[src/rtl/refclk_req_gate.sv]
module refclk_req_gate #(
  parameter int N_OUT   = 7,
  parameter int PIN_OUT = 6,
  localparam int MAP_W  = $clog2(N_OUT + 1)
) (
  input  logic             clk,
  input  logic             rst_n,
  input  logic             pwrgd_n,
  input  logic             strap_pins_out,
  input  logic [N_OUT:0]   en_reg,
  input  logic [MAP_W-1:0] map_a,
  input  logic [MAP_W-1:0] map_b,
  input  logic             req_a_n,
  input  logic             req_b_n,
  input  logic [N_OUT:1]   bnd_i,
  output logic [N_OUT:1]   run_o,
  output logic [N_OUT:1]   hiz_o
);

  logic       locked, pins_out;
  logic [1:0] sync_a, sync_b;

  always_ff @(posedge clk or negedge rst_n)
    if (!rst_n) begin
      locked   <= 1'b0;
      pins_out <= 1'b0;
    end else if (!locked && !pwrgd_n) begin
      locked   <= 1'b1;
      pins_out <= strap_pins_out;
    end

  always_ff @(posedge clk or negedge rst_n)
    if (!rst_n) begin
      sync_a <= 2'b11;
      sync_b <= 2'b11;
    end else begin
      sync_a <= {sync_a[0], req_a_n};
      sync_b <= {sync_b[0], req_b_n};
    end

  wire req_mode = ~pins_out;

  for (genvar i = 1; i <= N_OUT; i++) begin : g_out
    wire present  = (i != PIN_OUT) || pins_out;
    wire blk_a    = req_mode && (map_a == MAP_W'(i)) && sync_a[1];
    wire blk_b    = req_mode && (map_b == MAP_W'(i)) && sync_b[1];
    wire want_run = locked && present && en_reg[i] && !blk_a && !blk_b;
    wire want_hiz = !locked || !present || !en_reg[i];

    always_ff @(posedge clk or negedge rst_n)
      if (!rst_n) begin
        run_o[i] <= 1'b0;
        hiz_o[i] <= 1'b1;
      end else if (bnd_i[i]) begin
        run_o[i] <= want_run;
        hiz_o[i] <= want_hiz;
      end

    a_r9_hold_off_boundary: assert property (@(posedge clk) disable iff (!rst_n)
      !bnd_i[i] |=> $stable(run_o[i]) && $stable(hiz_o[i]));
    a_r8_hiz_not_running: assert property (@(posedge clk) disable iff (!rst_n)
      hiz_o[i] |-> !run_o[i]);
    a_r3_enable_needed: assert property (@(posedge clk) disable iff (!rst_n)
      bnd_i[i] && !en_reg[i] |=> !run_o[i] && hiz_o[i]);
    a_r1_unlocked_off: assert property (@(posedge clk) disable iff (!rst_n)
      bnd_i[i] && !locked |=> hiz_o[i]);
    a_r7_pins_ignored: assert property (@(posedge clk) disable iff (!rst_n)
      bnd_i[i] && locked && pins_out && en_reg[i] |=> run_o[i] && !hiz_o[i]);
    if (i == PIN_OUT) begin : g_pin
      a_r6_pair_absent: assert property (@(posedge clk) disable iff (!rst_n)
        bnd_i[i] && locked && !pins_out |=> hiz_o[i] && !run_o[i]);
    end
  end

  a_r2_one_shot: assert property (@(posedge clk) disable iff (!rst_n)
    locked |=> locked && $stable(pins_out));

endmodule

[config.mk]
export PLATFORM = sky130hd
export DESIGN_NAME = refclk_req_gate
export DESIGN_NICKNAME = d
export VERILOG_FILES = /design/src/rtl/refclk_req_gate.sv
export SDC_FILE = /design/constraint.sdc
export NUM_CORES = 1
export LEC_CHECK = 0
export CAP_MARGIN = 10
export CORE_ASPECT_RATIO = 1.4
export CORE_MARGIN = 2
export CORE_UTILIZATION = 35
export CTS_CLUSTER_DIAMETER = 80
export DETAILED_ROUTE_END_ITERATION = 10
export PLACE_DENSITY = 0.69
export SYNTH_ARGS = -nofsm -noshare
export SYNTH_HDL_FRONTEND = slang
export SYNTH_SLANG_ARGS = --single-unit
[constraint.sdc]
create_clock -name clk -period 2.5 [get_ports clk]
set_input_delay 0.5 -clock clk [delete_from_list [all_inputs] [get_ports clk]]
set_output_delay 0.5 -clock clk [all_outputs]
set_load 0.05 [all_outputs]
### Yosys cells after proc, flatten, opt, wreduce, memory -nomap -nowiden

Index checks and enable logic that the tools add are counted.
W data, S select, Z words.

| storage, ports and cells | value |
|---|---|
| input port bits | 27 |
| bits in registers | 20 |
| logic and storage cells | 116 |

| operators by class | value |
|---|---|
| eq/ne operators | 14 |
| reductions and logical operators | 83 |
| bitwise gates (word level) | 1 |

Operator list:

| operator | count |
|---|---|
| $logic_and A1 B1 Y1 | 51 |
| $eq A3 B3 Y1 const B | 8 |
| $logic_not A1 Y1 | 24 |
| $eq A3 B2 Y1 const B | 4 |
| $logic_or A1 B1 Y1 | 8 |
| $eq A3 B1 Y1 const B | 2 |
| $not A1 Y1 | 1 |

### Logic depth before layout (Yosys ltp)

| logic depth | value |
|---|---|
| word-level depth | 6 |
| depth in mapped cells | 3 |
| mapped depth without buffers | 3 |

### Worst setup path after synthesis

OpenSTA, ideal clock, no wires.

| timing | value |
|---|---|
| path kind | register -> output |
| from | register hiz_o[1] (netlist bit) |
| to | output port hiz_o[1] (netlist bit) |
| path slack | 1336 ps |
| arrival | 664 ps |
| stages on the path, launching flop included | 1 |
| data required time | 2000 ps |
| path through | dfstp_2 |

RTL lines:

| element | line | source |
|---|---|---|
| start: declaration | 17 | `output logic [N_OUT:1] hiz_o` |
| start signal: indexed assignment | 56 | `hiz_o[i] <= want_hiz;` |

No word-level cell between the ends.

### Worst setup path in the final report

| timing | value |
|---|---|
| from | register hiz_o[3] (netlist bit) |
| to | output port hiz_o[3] (netlist bit) |

No word-level cell between the ends.

==> results.rst <==
.. list-table::
   :header-rows: 1

   * - Metric
     - Value
   * - Status
     - complete, no violations
   * - Number of top-level design ports
     - 41
   * - Post-route worst setup slack
     - 0.3712 ns
   * - Count of max-cap constraint violations
     - 0
   * - Required time at the endpoint of the critical path
     - 2.00 ns
   * - Slew HR
     - 44.70%
   * - Fraction of synthesized cell area taken by the top area cell type
     - 33.72%
   * - Crit path launch
     - hiz_o[3]
   * - Final setup fails
     - 0
   * - Total global-route track usage
     - 13.73%
   * - Post-layout min period
     - 2.129 ns
   * - Category of the most critical setup path
     - register to output port
   * - Layout overhead on the synthesized area
     - 51.68%
   * - Row count
     - 21
   * - Clock share of power
     - 23.0%
   * - Number of cells produced by synthesis
     - 71
   * - Filler cell count in the final layout
     - 220
   * - Internal Dissipation
     - 0.5435 mW
   * - Routed len/inst
     - 12.65 µm
   * - Global-route wire length before repair
     - 2.960 mm
   * - Sequential area share after synthesis
     - 60.00%
   * - Clock Latency Late Sink
     - 0.29 ns
   * - Number of iterations in the first detailed-routing pass
     - 4
   * - Delay contributed by the slowest stage of the critical path
     - 0.80 ns
   * - Starting density of the core
     - 36.24%
   * - Cell count after placement
     - 131
   * - Cts hold-fix bufs
     - 0
   * - Leftover overflow at the end of global routing
     - 0
   * - Y dimension of the die
     - 62.55 µm
   * - Area taken by flip-flops and latches
     - 514.2 µm²
   * - Average cell area after synthesis
     - 12.07 µm²
   * - Number of distinct library cells after synthesis
     - 16
   * - Clock tree from TritonCTS
     - yes
   * - Startpoint of the most critical register-to-register path
     - locked
   * - Highest clock rate
     - 0.4697 GHz
   * - Worst hold path type
     - register to register
   * - Port Buffers
     - 39
   * - Synth Flop Type
     - sky130_fd_sc_hd__dfstp_2
   * - Endpoint of the worst setup timing path
     - hiz_o[3]
   * - Slew at the pin closest to its max-slew limit
     - 0.8269 ns
   * - Power Total
     - 0.7715 mW
   * - Reg2reg path depth
     - 2
   * - Number of enable flip-flop cells after synthesis
     - 0
   * - Layout net count
     - 140
   * - Clock-pin slew reported for the worst setup and hold paths after clock tree synthesis
     - 0.10 ns
   * - Via count
     - 708
   * - Die span in x
     - 45.82 µm
   * - Final setup skew
     - 0.002766 ns
   * - Inserted Diodes
     - 0
   * - Post-route cell area
     - 1300 µm²
   * - Leading area contributor after synthesis
     - sky130_fd_sc_hd__dfstp_2
   * - Cell types occupying the most area after synthesis
     - sky130_fd_sc_hd__dfstp_2, sky130_fd_sc_hd__dfrtp_1, sky130_fd_sc_hd__nand4bb_1
   * - Critical path buffer and inverter count
     - 1
   * - Leakage Power
     - 0.4981 nW
   * - Post-CTS setup-driven buffer insertion count
     - 0
   * - Final HPWL DP
     - 1.367 mm
   * - Power Density
     - 593.4 nW/µm²
   * - CTS sink count
     - 20
   * - Die ar.
     - 2866 µm²
   * - Routed Antenna Nets
     - 0
   * - Maximum number of pins on one net before global-route repair
     - 21
   * - Critical-path top delay cell
     - sky130_fd_sc_hd__clkdlybuf4s50_1
   * - Mean number of vias per cell
     - 5.244
   * - Top-count cell post-synth
     - sky130_fd_sc_hd__dfstp_2
   * - Placed Instance Area
     - 1264 µm²
   * - P_sw
     - 0.2279 mW
   * - Critical path capture point type
     - output port
   * - First-iteration detailed-routing DRC count
     - 6
   * - Initial antenna violation count
     - 0
   * - Comb power frac
     - 27.9%
   * - Chain of cells forming the critical path
     - clkdlybuf4s50_1
   * - Final period utilization
     - 85.15%
   * - Placeable Area
     - 2365 µm²
   * - Maximum level of the CTS H-tree
     - 1
   * - CTS Buf Count
     - 3
   * - Reg-to-Reg End
     - g_out[6].present
   * - Number of global-route vias before repair
     - 738
   * - Fraction of layout instances using a drive strength above 1
     - 15.18%
   * - Synthesized area
     - 857.1 µm²
   * - CP top delay family
     - buffers and inverters
   * - Register-to-Register Setup Slack
     - 1.41 ns
   * - Hold violation count in the final report
     - 0
   * - Top fanout value on the critical path
     - 2
   * - Total stage count of the critical path
     - 1
   * - Async set-reset flop share out of synthesis
     - 100.0%
   * - Peak ir drop on the vdd network
     - 337.0 µV
   * - Area of the multi-input gates
     - 304.0 µm²
   * - Resized Gates After CTS
     - 0
   * - Max-slew violation count
     - 0
   * - List of most frequent post-synthesis cells
     - sky130_fd_sc_hd__dfstp_2, sky130_fd_sc_hd__dfrtp_1, sky130_fd_sc_hd__inv_1, sky130_fd_sc_hd__o21a_1
   * - Clock Path Buffers
     - 2
   * - Seq pwr share
     - 49.1%
   * - Place WS
     - 0.6873 ns
   * - Gpl congestion
     - 0.6472
   * - DRC violations left
     - 0
   * - Number of warning messages in the yosys log
     - 0
   * - Worst setup SP type
     - register
   * - Root cell of the clock tree
     - sky130_fd_sc_hd__clkbuf_4
   * - RSZ-0062 raised after global routing
     - false
   * - Setup TNS
     - 0 ns
   * - Switching power share of the total
     - 29.55%
   * - Critical path arrival
     - 1.63 ns
   * - Synthesized Nets
     - 98
   * - Flops & latches, synth
     - 20
   * - Number of standard cells in the layout, taps in and fillers out
     - 135
   * - Overall routed net length
     - 1.708 mm
-- sequential cells by signal, summed over array words and instances, names as in the netlist --
signal	count
sync_b	2
sync_a	2
g_out.present	1
run_o	7
locked	1
hiz_o	7
-- layer usage --
| layer | track usage, % | wire (µm) | up-vias |
|---|---|---|---|
| met5 | 0 | 0 | - |
| met4 | 6.429 | 17 | 0 |
| met3 | 3.179 | 95 | 2 |
| met2 | 22.36 | 913 | 19 |
| met1 | 16.38 | 682 | 338 |
| li1 | - | - | 349 |
-- layout make-up --
class	count	share of cell area, %
inverters	7	2.021
multi-input cells	42	23.39
well taps	23	2.214
clock buffers	4	2.791
flip-flops and latches	20	39.56
repair buffers	39	30.03
-- power groups by stage --
stage          clock network [mW]  registers [mW]  logic (mW)
2_1_floorplan                   0           0.461      0.0386
3_3_place_gp                    0           0.384       0.214
3_5_place_dp                    0           0.385       0.216
4_1_cts                     0.189           0.380       0.217
5_1_grt                     0.201           0.384       0.228
6_report                    0.178           0.379       0.215
-- metrics by stage --
stage                     util [%]  hold WS, ns
after global placement       53.44       0.3468
after global routing         54.97       0.3699
after CTS                    54.97       0.3579
final                        54.97       0.3602
after detailed placement     53.44       0.3493
after floorplan                  -       0.2044
-- worst min-delay path by stage --
| stage | from | to | slack [ns] | cells after the start |
|---|---|---|---|---|
| floorplan | rst_n | g_out[6].present | 0.20 | 0 |
| global placement | sync_b[0] | sync_b[1] | 0.35 | 0 |
| detailed placement | sync_b[0] | sync_b[1] | 0.35 | 0 |
| CTS | sync_b[0] | sync_b[1] | 0.36 | 0 |
| global route | sync_b[0] | sync_b[1] | 0.37 | 0 |
| finish | sync_b[0] | sync_b[1] | 0.36 | 0 |
-- cells by family (layout without fill, tap and decap cells) --
logic type,Yosys count,in the layout,share of synthesized area [%]
simple gates,21,21,19.12
compound gates,20,20,14.60
buf+inv,9,50,4.526
flops,20,20,60.00
mux,1,1,1.751
-- cell usage in the layout (no fill, tap or decap), drive strengths merged, types with 3 or more instances in the layout --
| cell | count |
|---|---|
| dfrtp | 9 |
| nand4b | 4 |
| o22ai | 6 |
| nand4 | 3 |
| clkdlybuf4s50 | 39 |
| dfstp | 11 |
| a21oi | 6 |
| o21a | 7 |
| nand4bb | 6 |
| nand3 | 6 |
| clkbuf | 4 |
| inv | 7 |
No activity file was read; power rests on OpenSTA's default activity.
